### config.mk
export PLATFORM = sky130hd
export DESIGN_NAME = probe_stream_tx
export DESIGN_NICKNAME = d
export VERILOG_FILES = /design/src/rtl/probe_stream_pkg.sv /design/src/rtl/probe_stream_capture.sv /design/src/rtl/probe_stream_framer.sv /design/src/rtl/probe_stream_tx.sv
export SDC_FILE = /design/constraint.sdc
export NUM_CORES = 1
export LEC_CHECK = 0
export CAP_MARGIN = 40
export CORE_ASPECT_RATIO = 1.1
export CORE_MARGIN = 3
export CORE_UTILIZATION = 55
export DETAILED_ROUTE_END_ITERATION = 10
export DONT_BUFFER_PORTS = 1
export GPL_ROUTABILITY_DRIVEN = 1
export PLACE_DENSITY = 0.73
export SLEW_MARGIN = 20
export SYNTH_ARGS = -nofsm -noshare
export SYNTH_HDL_FRONTEND = slang
export SYNTH_SLANG_ARGS = --single-unit
### constraint.sdc
create_clock -name clk -period 1.9 [get_ports clk]
set_input_delay 0.19 -clock clk [delete_from_list [all_inputs] [get_ports clk]]
set_output_delay 0.19 -clock clk [all_outputs]
set_load 0.02 [all_outputs]
### src/rtl/probe_stream_pkg.sv
package probe_stream_pkg;
  typedef enum logic [1:0] {
    PS_IDLE = 2'd0,
    PS_LOAD = 2'd1,
    PS_SEND = 2'd2
  } ps_state_e;
endpackage

### src/rtl/probe_stream_capture.sv
module probe_stream_capture #(
  parameter int SLOTS  = 4,
  parameter int ADDR_W = 8,
  parameter int DATA_W = 32
) (
  input  logic                      clk,
  input  logic                      rst,
  input  logic                      start,
  input  logic                      abort,
  input  logic [SLOTS*ADDR_W-1:0]   slot_addr,
  output logic                      mem_rd_en,
  output logic [ADDR_W-1:0]         mem_rd_addr,
  input  logic [DATA_W-1:0]         mem_rd_data,
  output logic [SLOTS*DATA_W-1:0]   words,
  output logic                      done
);
  localparam int IDX_W = (SLOTS > 1) ? $clog2(SLOTS) : 1;
  localparam logic [IDX_W-1:0] LAST_IDX = IDX_W'(SLOTS - 1);

  logic             issuing;
  logic [IDX_W-1:0] rd_idx;
  logic             vld_q;
  logic [IDX_W-1:0] idx_q;

  always_ff @(posedge clk) begin
    if (rst || abort) begin
      issuing <= 1'b0;
      rd_idx  <= '0;
      vld_q   <= 1'b0;
      idx_q   <= '0;
    end else begin
      if (start) begin
        issuing <= 1'b1;
        rd_idx  <= '0;
      end else if (issuing) begin
        rd_idx <= rd_idx + 1'b1;
        if (rd_idx == LAST_IDX) issuing <= 1'b0;
      end
      vld_q <= issuing;
      idx_q <= rd_idx;
    end
  end

  assign mem_rd_en   = issuing;
  assign mem_rd_addr = slot_addr[rd_idx*ADDR_W +: ADDR_W];
  assign done        = vld_q && (idx_q == LAST_IDX);

  for (genvar g = 0; g < SLOTS; g++) begin : g_hold
    logic [DATA_W-1:0] word_q;
    always_ff @(posedge clk) begin
      if (rst) word_q <= '0;
      else if (vld_q && (idx_q == IDX_W'(g))) word_q <= mem_rd_data;
    end
    assign words[g*DATA_W +: DATA_W] = word_q;
  end
endmodule

### src/rtl/probe_stream_framer.sv
module probe_stream_framer #(
  parameter int SLOTS  = 4,
  parameter int DATA_W = 32,
  parameter int TRAIL  = 2
) (
  input  logic                    clk,
  input  logic                    rst,
  input  logic                    go,
  input  logic                    abort,
  input  logic [SLOTS*DATA_W-1:0] words,
  output logic                    ser_out,
  output logic                    sending,
  output logic                    frame_end
);
  localparam int FRAME_LEN = 1 + DATA_W + TRAIL;
  localparam int BIT_W     = $clog2(FRAME_LEN);
  localparam int IDX_W     = (SLOTS > 1) ? $clog2(SLOTS) : 1;
  localparam logic [BIT_W-1:0] LAST_BIT  = BIT_W'(FRAME_LEN - 1);
  localparam logic [IDX_W-1:0] LAST_SLOT = IDX_W'(SLOTS - 1);

  logic [FRAME_LEN-1:0] shreg;
  logic [BIT_W-1:0]     bit_idx;
  logic [IDX_W-1:0]     slot_idx;
  logic                 ser_q;
  logic                 send_q;
  logic [DATA_W-1:0]    next_word;

  function automatic logic [FRAME_LEN-1:0] build_frame(input logic [DATA_W-1:0] w);
    return {1'b1, w, {TRAIL{1'b0}}};
  endfunction

  assign next_word = words[(slot_idx + 1'b1)*DATA_W +: DATA_W];
  assign frame_end = send_q && (bit_idx == LAST_BIT) && (slot_idx == LAST_SLOT);

  always_ff @(posedge clk) begin
    if (rst || abort) begin
      send_q   <= 1'b0;
      ser_q    <= 1'b0;
      shreg    <= '0;
      bit_idx  <= '0;
      slot_idx <= '0;
    end else if (go) begin
      send_q   <= 1'b1;
      ser_q    <= 1'b0;
      shreg    <= build_frame(words[DATA_W-1:0]);
      bit_idx  <= '0;
      slot_idx <= '0;
    end else if (send_q) begin
      ser_q <= shreg[FRAME_LEN-1];
      if (bit_idx == LAST_BIT) begin
        bit_idx <= '0;
        if (slot_idx == LAST_SLOT) begin
          send_q <= 1'b0;
        end else begin
          slot_idx <= slot_idx + 1'b1;
          shreg    <= build_frame(next_word);
        end
      end else begin
        bit_idx <= bit_idx + 1'b1;
        shreg   <= shreg << 1;
      end
    end else begin
      ser_q <= 1'b0;
    end
  end

  assign ser_out = ser_q;
  assign sending = send_q;
endmodule

### src/rtl/probe_stream_tx.sv
module probe_stream_tx #(
  parameter int SLOTS  = 4,
  parameter int ADDR_W = 8,
  parameter int DATA_W = 32,
  parameter int TRAIL  = 2
) (
  input  logic                    clk,
  input  logic                    rst,
  input  logic                    en,
  input  logic                    pass_start,
  input  logic [SLOTS*ADDR_W-1:0] slot_addr,
  output logic                    mem_rd_en,
  output logic [ADDR_W-1:0]       mem_rd_addr,
  input  logic [DATA_W-1:0]       mem_rd_data,
  output logic                    ser_out
);
  import probe_stream_pkg::*;

  ps_state_e               state;
  logic                    cap_start;
  logic                    cap_done;
  logic                    abort;
  logic                    sending;
  logic                    frame_end;
  logic [SLOTS*DATA_W-1:0] words;

  assign abort     = !en;
  assign cap_start = (state == PS_IDLE) && en && pass_start;

  always_ff @(posedge clk) begin
    if (rst) begin
      state <= PS_IDLE;
    end else if (abort) begin
      state <= PS_IDLE;
    end else begin
      unique case (state)
        PS_IDLE: if (pass_start) state <= PS_LOAD;
        PS_LOAD: if (cap_done)   state <= PS_SEND;
        PS_SEND: if (frame_end)  state <= PS_IDLE;
        default: state <= PS_IDLE;
      endcase
    end
  end

  probe_stream_capture #(
    .SLOTS (SLOTS),
    .ADDR_W(ADDR_W),
    .DATA_W(DATA_W)
  ) u_capture (
    .clk        (clk),
    .rst        (rst),
    .start      (cap_start),
    .abort      (abort),
    .slot_addr  (slot_addr),
    .mem_rd_en  (mem_rd_en),
    .mem_rd_addr(mem_rd_addr),
    .mem_rd_data(mem_rd_data),
    .words      (words),
    .done       (cap_done)
  );

  probe_stream_framer #(
    .SLOTS (SLOTS),
    .DATA_W(DATA_W),
    .TRAIL (TRAIL)
  ) u_framer (
    .clk      (clk),
    .rst      (rst),
    .go       (cap_done && (state == PS_LOAD)),
    .abort    (abort),
    .words    (words),
    .ser_out  (ser_out),
    .sending  (sending),
    .frame_end(frame_end)
  );
endmodule

# Yosys cells after proc, flatten, opt, wreduce, memory -nomap -nowiden
# Index checks and enable logic that the tools add are counted.
[totals]
regBits = 181
output_inout_bits = 10
[op_classes]
eq_ne = 13
n_shift = 2
muxes = 16
bitwise = 3
n_reduce_logical = 22
n_addsub = 4
[ops]
columns = ["op", "count"]
rows = [
  ["$mux W35", 4],
  ["$shiftx A128 B33 Y32", 1],
  ["$shiftx A32 B6 Y8", 1],
  ["$eq A2 B2 Y1 const B", 5],
  ["$logic_and A1 B1 Y1", 9],
  ["$ne A2 B2 Y1 const B", 4],
  ["$mux W1", 7],
  ["$add A6 B1 Y6 const B", 1],
  ["$eq A6 B6 Y1 const B", 1],
  ["$mux W2", 3],
  ["$mux W6", 1],
  ["$pmux W2 S3", 1],
  ["$reduce_and A3 Y1", 2],
  ["$reduce_or A2 Y1", 3],
  ["$add A2 B1 Y2 const B", 2],
  ["$eq A2 B1 Y1 const B", 2],
  ["$logic_not A2 Y1", 2],
  ["$reduce_and A2 Y1", 2],
  ["$add A2 B1 Y3 const B", 1],
  ["$ne A3 B2 Y1 const B", 1],
  ["$not A1 Y1", 3],
  ["$reduce_or A3 Y1", 1],
  ["$reduce_bool A2 Y1", 1],
  ["$logic_not A1 Y1", 1],
  ["$logic_or A1 B1 Y1", 1],
]

# Logic depth before layout (Yosys ltp)
# Gate-level depths: netlist of run 1.
[depth]
ltp_word = 6
mapped_depth = 8
mapped_depth_nobuf = 6

# Hierarchy
# From an unflattened synthesis of run 1, not the netlist that was laid out.
[hier_totals]
cells_unflattened = 828
hier_area_um2 = 8425.6
[modules_own_cells]
columns = ["module", "instances", "area_each_um2", "cells_per_inst"]
rows = [
  ["probe_stream_capture", 1, 5441.5, 483],
  ["probe_stream_framer", 1, 2879.0, 334],
  ["probe_stream_tx", 1, 105.1, 11],
]

# Worst setup path before layout of run 1
# No wires, ideal clock.
[synth_timing]
path_type = "register -> register"
from = "register u_framer.bit_idx[3]"
to = "register u_framer.shreg[2]"
setup_ns = 0.119
t_arrival_ns = 1.835
slack_ns = -0.054
synth_period_minus_slack_ns = 1.954
path_stages_with_launch = 7
path_cell_list = "dfxtp_1 or4b_1 buf_2 o31a_1 or2_1 buf_6 o221a_1"
[synth_via]
elab_chain_len = 4
word_cells_on_any_way = 6
cone_classes = "2 x eq/ne; 3 x mux; 1 x reduce/logical"
[synth_lines]
columns = ["element", "line_no", "source"]
rows = [
  ["from (decl)", "probe_stream_framer.sv:22", "logic [BIT_W-1:0] bit_idx;"],
  ["from (signal assigned)", "probe_stream_framer.sv:59", "bit_idx <= bit_idx + 1'b1;"],
  ["$eq A6 B6 Y1 *", "probe_stream_framer.sv:50", "if (bit_idx == LAST_BIT) begin"],
  ["$mux W35", "probe_stream_framer.sv:50", ""],
  ["$mux W35", "probe_stream_framer.sv:48", "end else if (send_q) begin"],
  ["$mux W35", "probe_stream_framer.sv:42", "end else if (go) begin"],
  ["to (signal assigned)", "probe_stream_framer.sv:45", "shreg <= build_frame(words[DATA_W-1:0]);"],
  ["to (signal assigned)", "probe_stream_framer.sv:56", "shreg <= build_frame(next_word);"],
  ["to (signal assigned)", "probe_stream_framer.sv:60", "shreg <= shreg << 1;"],
  ["to (decl)", "probe_stream_framer.sv:21", "logic [FRAME_LEN-1:0] shreg;"],
]
# Mark *: on every way between the ends. The rest lies on a longest branch, timed or not. The select of a mux whose other input is x is not followed.
# A chain may end at the register's enable or synchronous reset.

# Worst setup path after layout of run 1
[layout_timing]
from = "register u_framer.bit_idx[3]"
to = "register u_framer.shreg[30]"
# Same word-level chain as after synthesis.

==> metrics.txt, run 1 <==
cell chosen for the clock root clkbuf_16; worst-path fanout max 32; simple-gate area share of the yosys netlist 0.1675; library cells used by synthesis 44; Placed Instance Area 8262 sq um; via count of the first global-routing pass 6822; area fraction in compound gates after synthesis 0.2595; busiest metal layer after global routing met2; number of antenna violations at the first check in global routing 0; violation count after the first detailed-routing iteration 527; synth cell count leaders 295 x nand2_1, 179 x dfxtp_1, 131 x a21oi_1, 77 x clkbuf_1, 34 x mux2i_1; Vias 6957; area growth from synthesis to layout 23.46%; count leader, synth nand2_1; maximum capacitance violations 0; Reg-to-Reg Start u_framer.bit_idx[3]; xor/xnor cell area share of the yosys netlist 0.007634; critical path data arrival time 2.21 ns; gpl congestion 0.7942; Antenna Nets Post-Route 0; multiplexer share of the synthesized area 0.06481; post-synthesis register bit count 179; proportion of layout cells with a drive suffix above 1 0.1537; Final Routed Wirelength 21730 microns; clock transition at the register clock pins on the worst setup and hold paths after CTS 0.06 ns; vias per std cell 5.783; Max Freq 0.5286 GHz; Sum Neg Setup Slack 0 ns; TritonCTS clock tree done; combinational family with the most area after synthesis compound AO/OA/AOI/OAI gates; worst reg-to-reg path cell count 5; part of the Yosys area used for sequential elements 0.4462; first-pass GRT wire length 34520 microns; worst hold path startpoint en; count of pins over their slew limit 0; crit path capture type register; RSZ-0062 raised after global routing yes; run status finished clean; count of nets after finishing 1076; effective utilization at floorplan 0.5729; sinks on the clock net 179; data required time of the worst path 2.22 ns; Synth Flop Type dfxtp_1; final standard cell area without fillers 9916 sq um; worst slack after detailed placement -0.05551 ns; number of remaining DRC errors 0; number of setup violations in the final report 0; Fill cells 1072; final worst setup slack 0.008387 ns; clock tree buffer depth 2; met1 Track Usage GR 0.3491; TritonCTS Buffers 17; most area-consuming cells after synthesis dfxtp_1 45%, nand2_1 14%, a21oi_1 8.2%; endpoint of the worst register-to-register path u_framer.shreg[30]; die area 16090 sq um; Power Dens Cells 756.9 nW/um^2; post-synthesis cell type with the largest combined area dfxtp_1; Congestion Overflow GR 0; adder and majority cell fraction of the synthesized area 0.006232; htree depth 4; Syn. warnings 0; synthesized instance count 958; number of enable-type register cells in the synthesized netlist 0; leakage power 3.154 nW; count of buffers inserted at the top-level ports 0; worst hold path cell count 2; Async SR Flop Fraction 0; kind of critical path reg2reg; final number of hold-violating endpoints 0; Die Span X 121.2 microns; worst relative slew slack 0.5276; instance count after placement with tap cells included 1095; Post-Route Skew 0.01016 ns; Ports 78; Antenna diodes 0; average detailed-routed wire length per instance 18.06 microns; Worst setup endpoint u_framer.shreg[30]; DP HPWL 12140 microns; actual transition at the worst max-transition pin 0.7086 ns; area of the core region 14020 sq um; maximum vdd ir drop 0.6103 mV; maximum number of pins on one net before global-route repair 90; length of the first detailed-routing pass in iterations 5; kind of path behind the tightest hold check in2reg; met3 track demand over resource in global routing 0.05857; number of core rows 45; average size of a mapped cell 8.384 sq um; Critical Path Start Type register; Syn Std Cell Area 8031 sq um; setup slack of the worst register-to-register path 0.008 ns; source-to-sink clock delay at the later pin of the worst-skew pair 0.44 ns; met2 GRT Util 0.4291; Vert. Die Dim 132.7 microns; post-synth top area share 0.4462; total routing resource utilization after global routing 0.2647; fraction of the cycle the final worst path needs 0.9956; post-layout minimum cycle time 1.892 ns; worst setup path start u_framer.bit_idx[3]; total nets after synthesis 1030; non-filler instance count after layout 1203
state kept, by name (all words and copies together) (netlist names):
name / cells
u_framer.bit_idx: 6
u_framer.sending: 1
u_capture.idx_q: 2
u_framer.ser_out: 1
u_capture.vld_q: 1
u_framer.slot_idx: 2
u_capture.rd_idx: 2
u_framer.shreg: 33
state: 2
u_capture.mem_rd_en: 1
u_capture.g_hold.word_q: 128
placed cells by master, fill, tap and decap left out, types with 3 or more instances in the layout:
master / Yosys / layout
a21oi_1: 131 / 131
a31oi_2: 30 / 27
a31oi_4: 0 / 3
and2_1: 4 / 4
buf_12: 0 / 7
buf_4: 0 / 30
clkbuf_16: 0 / 20
clkbuf_8: 0 / 4
dfxtp_1: 179 / 176
dfxtp_2: 0 / 3
dlygate4sd3_1: 0 / 72
ha_1: 4 / 4
inv_1: 4 / 4
mux2i_1: 34 / 34
mux4_2: 8 / 8
nand2_1: 295 / 295
nor2_1: 14 / 13
nor3_1: 4 / 4
o211ai_1: 32 / 32
o21bai_1: 31 / 31
o2bb2ai_1: 30 / 30
o31ai_1: 31 / 4
o31ai_2: 0 / 25
or2_4: 0 / 3
xnor2_1: 4 / 4
xor2_1: 3 / 3
critical path: stages, from the launching register on:
cell and delay (ns):
dfxtp_2 0.32, or4b_4 0.56, o31a_1 0.30, buf_6 0.24, o31ai_1 0.29, a31oi_2 0.05
logic make-up (layout without fill, tap and decap cells):
logic type | after synthesis | in the layout
buffers and inverters | 94 | 150
AO/OA/AOI/OAI | 295 | 295
XOR/XNOR | 7 | 7
AND/OR/NAND/NOR | 337 | 338
multiplexers | 42 | 42
adder cells (fa/ha/maj) | 4 | 4
flip-flops | 179 | 179
routing by layer:
layer / vias to the layer above / routed length [microns] / part of all wire
li1: 3416 / - / -
met1: 3337 / 9549 / 0.44
met2: 169 / 10660 / 0.49
met3: 35 / 1073 / 0.049
met4: 0 / 438 / 0.020
met5: - / 0 / 0
stage by stage:
stage	util	total power, mW	hold WS (ns)
2_1_floorplan	-	3.968	0.3260
3_3_place_gp	0.5893	3.954	0.2691
3_5_place_dp	0.5893	3.955	0.2714
4_1_cts	0.6851	7.524	0.04679
5_1_grt	0.7073	7.707	0.08549
6_report	0.7073	7.505	0.05811
area by class of cell:
class                   instances  area, sq um  share of cell area
clock buffers                  22        484.2             0.04883
well taps                     188        235.2             0.02372
repair buffers                115         1211              0.1221
clock inverters                 8        102.6             0.01035
flip-flops and latches        179         3587              0.3618
inverters                       5        18.77            0.001893
multi-input cells             686         4277              0.4313
what timing repair did:
| action | in CTS | in global routing |
|---|---|---|
| endpoints found under the setup margin | 36 | 55 |
| resized for setup | 3 | 43 |
| setup buffers | 0 | 0 |
| pin swaps | 0 | 1 |
| hold endpoints to repair | 132 | 0 |
| cloned | 0 | 5 |
| hold buffers | 73 | 0 |
power by group:
part	internal, mW	switching [mW]	total, mW
Clock	2.06	1.45	3.51
Combinational	0.0951	0.124	0.219
Sequential	3.76	0.0106	3.77
Total	5.92	1.58	7.50
worst min path at each step:
| stage | end | slack [ns] |
|---|---|---|
| finish | u_framer.shreg[34] | 0.06 |
| global route | u_capture.mem_rd_en | 0.09 |
| CTS | u_framer.shreg[34] | 0.05 |
| detailed placement | u_capture.g_hold[3].word_q[1] | 0.27 |
| global placement | u_capture.g_hold[3].word_q[3] | 0.27 |
| floorplan | u_capture.g_hold[0].word_q[0] | 0.33 |
(Power assumes the default switching activity.)
==> run 2: changes to the inputs <==
CORE_UTILIZATION = 29   (was 55)
PLACE_DENSITY = not set   (was 0.73)
==> run 2 against run 1 <==
- clock-buffer cell count is 5 lower
- wire length up 4.0%
- die area rose by 85%
- clock skew shrank 0.0011 ns
- register-to-register slack hardly changed
- combinational power barely moved
- sequential share of layout area down 0.76 points
- cell area rose by 2.2%
- first-iteration DRC count fell by 12%
- critical path depth did not move
- fmax grew 0.55%
==> metrics.txt, run 2 (synthesis gave the netlist of run 1 again) <==
top layer reached by signal wires met4; area growth from synthesis to layout 26.17%; Vert. Die Dim 180.5 microns (+36%); number of antenna violations at the first check in global routing 0 (unchanged); max FFs per register 128 (unchanged); average detailed-routed wire length per instance 16.40 microns (-9.2%); Power Dens Cells 761.0 nW/um^2 (+0.54%); worst setup path start u_framer.bit_idx[3]; data required time of the worst path 2.26 ns (+0.04 ns); most common library cell in the layout ignoring fill and taps nand2_1; count of buffers inserted at the top-level ports 0 (unchanged); Ports 78 (unchanged); worst hold path startpoint rst; final standard cell area without fillers 10130 sq um (+2.2%); critical path cell sequence or4b_4 > o31a_1 > or2_4 > clkbuf_16 > a31oi_2; actual transition at the worst max-transition pin 0.6058 ns (-0.1028 ns); Reg-to-Reg Start u_framer.bit_idx[3]; Antenna Nets Post-Route 0 (unchanged); instance count on the critical path 5 (unchanged); gpl congestion 0.7964 (+0.28%); Reg with most FFs u_capture.g_hold.word_q; Vias 6947 (-0.14%); via count of the first global-routing pass 6881 (+0.86%); largest registers ranked by flip-flop count u_capture.g_hold.word_q x128, u_framer.shreg x33, u_framer.bit_idx x6; vias per std cell 5.045 (-13%); Fill cells 2762 (+160%); source-to-sink clock delay at the later pin of the worst-skew pair 0.44 ns (about the same); kind of critical path reg2reg; Max Freq 0.5315 GHz (+0.55%); Antenna diodes 0 (unchanged); area of the core region 27120 sq um (+93%); crit path capture type register; maximum vdd ir drop 0.5395 mV (-12%); Critical Path Start Type register; buffers and inverters on the worst path 1 (unchanged); cell chosen for the clock root clkbuf_16; CP max stage cell or4b_4; effective utilization at floorplan 0.2962 (-0.2767); first-pass GRT wire length 36560 microns (+5.9%); sinks on the clock net 179 (unchanged); worst hold path cell count 3 (+1); highest-count cells in the layout ignoring fill and taps 295 x nand2_1, 175 x dfxtp_1, 131 x a21oi_1; fraction of the cycle the final worst path needs 0.9902 (-0.005403); Post-Route Skew 0.009065 ns (-0.001091 ns); proportion of layout cells with a drive suffix above 1 0.1510 (-0.002714); kind of path behind the tightest hold check in2reg; maximum capacitance violations 0 (unchanged); stage delay of the slowest cell on the critical path 0.55 ns (about the same); length of routed wiring on met1 9644 microns (+0.99%); leakage power 3.211 nW (+1.8%); TritonCTS Buffers 17 (unchanged); DP HPWL 13790 microns (+14%); Final Routed Wirelength 22590 microns (+4.0%); number of core rows 63 (+40%); clock tree buffer depth 2 (unchanged); cell class contributing the biggest share of worst-path delay simple AND/OR/NAND/NOR gates; worst relative slew slack 0.5943 (+0.06672); final number of hold-violating endpoints 0 (unchanged); maximum number of pins on one net before global-route repair 91 (+1.1%); count of pins over their slew limit 0 (unchanged); Congestion Overflow GR 0 (unchanged); length of the first detailed-routing pass in iterations 5 (unchanged); die area 29730 sq um (+85%); RSZ-0062 raised after global routing yes; final worst setup slack 0.01865 ns (+0.01027 ns); post-layout minimum cycle time 1.881 ns (-0.01027 ns); critical path data arrival time 2.24 ns (+0.03 ns); number of setup violations in the final report 0 (unchanged); run status finished clean; count of nets after finishing 1079 (+0.28%); sum of met2 wire segment lengths after detailed routing 11480 microns (+7.6%); number of remaining DRC errors 0 (unchanged); Placed Instance Area 8526 sq um (+3.2%); Die Span X 164.7 microns (+36%); total routing resource utilization after global routing 0.1516 (-0.1130); routed wire length on met3 919 microns (-14%); worst slack after detailed placement -0.03947 ns (+0.01604 ns); violation count after the first detailed-routing iteration 464 (-12%); htree depth 4 (unchanged); worst reg-to-reg path cell count 5 (unchanged); TritonCTS clock tree done; worst-path fanout max 8 (-75%); clock transition at the register clock pins on the worst setup and hold paths after CTS 0.07 ns (about the same)
run 2: timing repair:
action / CTS / global route
endpoints found under the hold margin: 132 / 0
gates resized for setup: 4 / 37
pin swaps: 0 / 2
buffers inserted: 0 / 0
gates cloned: 0 / 2
setup endpoints to repair: 39 / 45
hold buffers: 72 / 0
run 2: final timing paths:
kind | slack (ns) | end
worst min register to register | 0.45 | u_capture.g_hold[1].word_q[12]
worst min-delay path | 0.05 | u_framer.shreg[10]
worst max-delay path | 0.02 | u_framer.shreg[9]
worst max register to register | 0.02 | u_framer.shreg[9]
run 2: cell type report:
cell class                 instances  area, sq um  share of cell area
timing repair buffer             119         1224              0.1208
multi-input combinational        685         4238              0.4182
sequential                       179         3588              0.3541
clock inverter                    15        192.7             0.01901
clock buffer                      17        425.4             0.04198
inverter                           5        18.77            0.001852
tap                              357        446.7             0.04408
run 2: tightest hold or removal path: stages:
cell and delay [ns]:
nor2b_2 0.10, o31ai_2 0.10, a31oi_2 0.04
run 2: through the flow:
stage / hold slack, ns / total power, mW / utilization / setup TNS [ns] / cells
6_report: 0.05314 / 7.711 / 0.3737 / 0 / 1377
5_1_grt: 0.04607 / 7.956 / 0.3737 / -0.04957 / 1377
2_1_floorplan: 0.3260 / 3.968 / - / -1.076 / 958
4_1_cts: 0.02127 / 7.782 / 0.3649 / 0 / 1375
3_5_place_dp: 0.2759 / 3.957 / 0.3144 / -0.8938 / 1271
3_3_place_gp: 0.2733 / 3.956 / 0.3144 / -0.4251 / 1271
run 2: power breakdown:
group	internal [mW]	switching, mW
Sequential	3.76	0.0117
Clock	2.11	1.61
Combinational	0.0946	0.124
Total	5.97	1.74
run 2: metal layers:
layer / GRT usage / up-vias
met5: 0 / -
met4: 0.04966 / 0
met3: 0.03310 / 29
met2: 0.2611 / 121
met1: 0.1863 / 3372
li1: - / 3425
==> run 3: changes to the inputs <==
--- a/constraint.sdc
+++ b/constraint.sdc
@@ -3,2 +3,2 @@
 set_output_delay 0.19 -clock clk [all_outputs]
-set_load 0.02 [all_outputs]
+set_load 0.005 [all_outputs]
==> run 3 against run 2 <==
- largest power group unchanged
- total power shrank 0.12%
- sequential share of layout area shrank 0.052 points
- critical path type unchanged
- setup slack lost 0.0097 ns
- fmax shrank 0.51%
- wire length is essentially flat
- first-iteration DRC count grew 13%
- non-clock buffer count is the same
- register-to-register slack is essentially flat
- clock skew is essentially flat
- combinational power shrank 5%
==> metrics.txt, run 3 (synthesis gave the netlist of run 1 again) <==
worst-path fanout max 32 (+24); net load switching power 1.734 mW (-0.54%); number of setup violations in the final report 0 (unchanged); worst slack after detailed placement -0.03947 ns (unchanged); critical path data arrival time 2.20 ns (-0.04 ns); FF+latch area 3588 sq um (unchanged); Die Span X 164.7 microns (unchanged); Power Dens Cells 759.0 nW/um^2 (-0.26%); Fill cells 2763 (+0.036%); cell chosen for the clock root clkbuf_16; maximum number of pins on one net before global-route repair 91 (unchanged); critical path cell sequence or4b_4 > o31a_1 > buf_6 > o31ai_1 > a31oi_2; total routing resource utilization after global routing 0.1515 (about the same); clock network fraction of total power 0.483 (about the same); TritonCTS Buffers 17 (unchanged); TritonCTS clock tree done; part of the total power dissipated in sequential elements 0.490 (about the same); effective utilization at floorplan 0.2962 (unchanged); internal portion of total power 5.968 mW (about the same); data required time of the worst path 2.21 ns (-0.05 ns); area growth from synthesis to layout 26.36%; largest registers ranked by flip-flop count u_capture.g_hold.word_q x128, u_framer.shreg x33, u_framer.bit_idx x6; number of antenna violations at the first check in global routing 0 (unchanged); most common library cell in the layout ignoring fill and taps nand2_1; count of pins over their slew limit 0 (unchanged); first-pass GRT wire length 36540 microns (about the same); sw frac 0.2252 (-0.0009470); final number of hold-violating endpoints 0 (unchanged); Congestion Overflow GR 0 (unchanged); via count of the first global-routing pass 6886 (+0.073%); number of core rows 63 (unchanged); average detailed-routed wire length per instance 16.39 microns (about the same); share of power burned in combinational logic 0.027 (about the same); maximum vdd ir drop 0.5365 mV (-0.55%); buffers and inverters on the worst path 1 (unchanged); routed wire length on met3 1008 microns (+9.7%); kind of path behind the tightest hold check in2reg; Vias 6932 (-0.22%); sinks on the clock net 179 (unchanged); htree depth 4 (unchanged); Ports 78 (unchanged); vias per std cell 5.034 (-0.22%); run status finished clean; post-layout minimum cycle time 1.891 ns (+0.009738 ns); Reg with most FFs u_capture.g_hold.word_q; violation count after the first detailed-routing iteration 523 (+13%); kind of critical path reg2reg; clock transition at the register clock pins on the worst setup and hold paths after CTS 0.07 ns (about the same); length of the first detailed-routing pass in iterations 5 (unchanged); leakage power 3.198 nW (-0.41%); final worst setup slack 0.008916 ns (-0.009738 ns); clock tree buffer depth 2 (unchanged); top layer reached by signal wires met4; max FFs per register 128 (unchanged); source-to-sink clock delay at the later pin of the worst-skew pair 0.44 ns (about the same); Vert. Die Dim 180.5 microns (unchanged); Antenna diodes 0 (unchanged); Max Freq 0.5288 GHz (-0.51%); stage delay of the slowest cell on the critical path 0.54 ns (about the same); RSZ-0062 raised after global routing yes; number of remaining DRC errors 0 (unchanged); Post-Route Skew 0.009156 ns (+0.00009073 ns); length of routed wiring on met1 9561 microns (-0.86%); gpl congestion 0.7964 (unchanged); highest-count cells in the layout ignoring fill and taps 295 x nand2_1, 175 x dfxtp_1, 131 x a21oi_1; combined area of the multi-input logic cells 4253 sq um (+0.35%); die area 29730 sq um (unchanged); count of buffers inserted at the top-level ports 0 (unchanged); cell class contributing the biggest share of worst-path delay compound AO/OA/AOI/OAI gates; Critical Path Start Type register; area of the core region 27120 sq um (unchanged); count of nets after finishing 1079 (unchanged); crit path capture type register; Antenna Nets Post-Route 0 (unchanged); actual transition at the worst max-transition pin 0.6014 ns (-0.004420 ns); sum of met2 wire segment lengths after detailed routing 11470 microns (about the same); DP HPWL 13790 microns (unchanged); Final Routed Wirelength 22570 microns (about the same); fraction of the cycle the final worst path needs 0.9953 (+0.005125); worst relative slew slack 0.5973 (+0.002960); final standard cell area without fillers 10150 sq um (+0.15%); Placed Instance Area 8526 sq um (unchanged); maximum capacitance violations 0 (unchanged); proportion of layout cells with a drive suffix above 1 0.1539 (+0.002941); CP max stage cell or4b_4
## run 3: cell counts in the layout (fill, tap and decap cells not counted)
No cell type changed its count.
## run 3: layout make-up
type | count | share of cell area
Multi-Input combinational cell | 685 | 0.4191
Tap cell | 357 | 0.04401
Clock inverter | 15 | 0.01899
Sequential cell | 179 | 0.3536
Inverter | 5 | 0.001849
Timing Repair Buffer | 119 | 0.1206
Clock buffer | 17 | 0.04192
## run 3: worst min-delay path, delay by kind of cell
family / cells / cell delay, ns
AO/OA/AOI/OAI: 2 / 0.14
AND/OR/NAND/NOR: 1 / 0.10
## run 3: timing repair
action / in CTS / in global routing
buffers inserted: 0 / 0
hold endpoints to repair: 132 / 0
hold buffers: 72 / 0
endpoints found under the setup margin: 39 / 45
pin swaps: 0 / 2
gates resized for setup: 6 / 38
cloned: 0 / 2
## run 3: worst paths after layout
path,slack [ns],cells after the start,end,from
setup reg to reg,0.009,5,u_framer.shreg[4],u_framer.bit_idx[4]
hold / removal,0.06,3,u_framer.shreg[10],rst
hold reg to reg,0.45,2,u_capture.g_hold[1].word_q[12],u_capture.g_hold[1].word_q[12]
setup / recovery,0.009,5,u_framer.shreg[4],u_framer.bit_idx[4]
## run 3: routing by layer
metal / global-route usage / vias up
li1: - / 3428
met1: 0.1856 / 3352
met2: 0.2611 / 129
met3: 0.03379 / 23
met4: 0.04966 / 0
met5: 0 / -
## run 3: through the flow
step	hold WS (ns)	TNS [ns]	power, mW	std cells	util
detailed placement	0.2759	-0.8938	3.943	1271	0.3144
finish	0.05529	0	7.702	1377	0.3743
floorplan	0.3260	-1.076	3.955	958	-
global placement	0.2733	-0.4251	3.942	1271	0.3144
CTS	0.02127	0	7.769	1375	0.3653
global route	0.04556	-0.09095	7.944	1377	0.3743
## run 3: power groups by stage
stage	combinational [mW]	clock (mW)	sequential, mW
final	0.208	3.72	3.77
after global routing	0.226	3.95	3.77
after CTS	0.204	3.79	3.77
after detailed placement	0.0843	0	3.86
after global placement	0.0836	0	3.86
after floorplan	0.0994	0	3.86
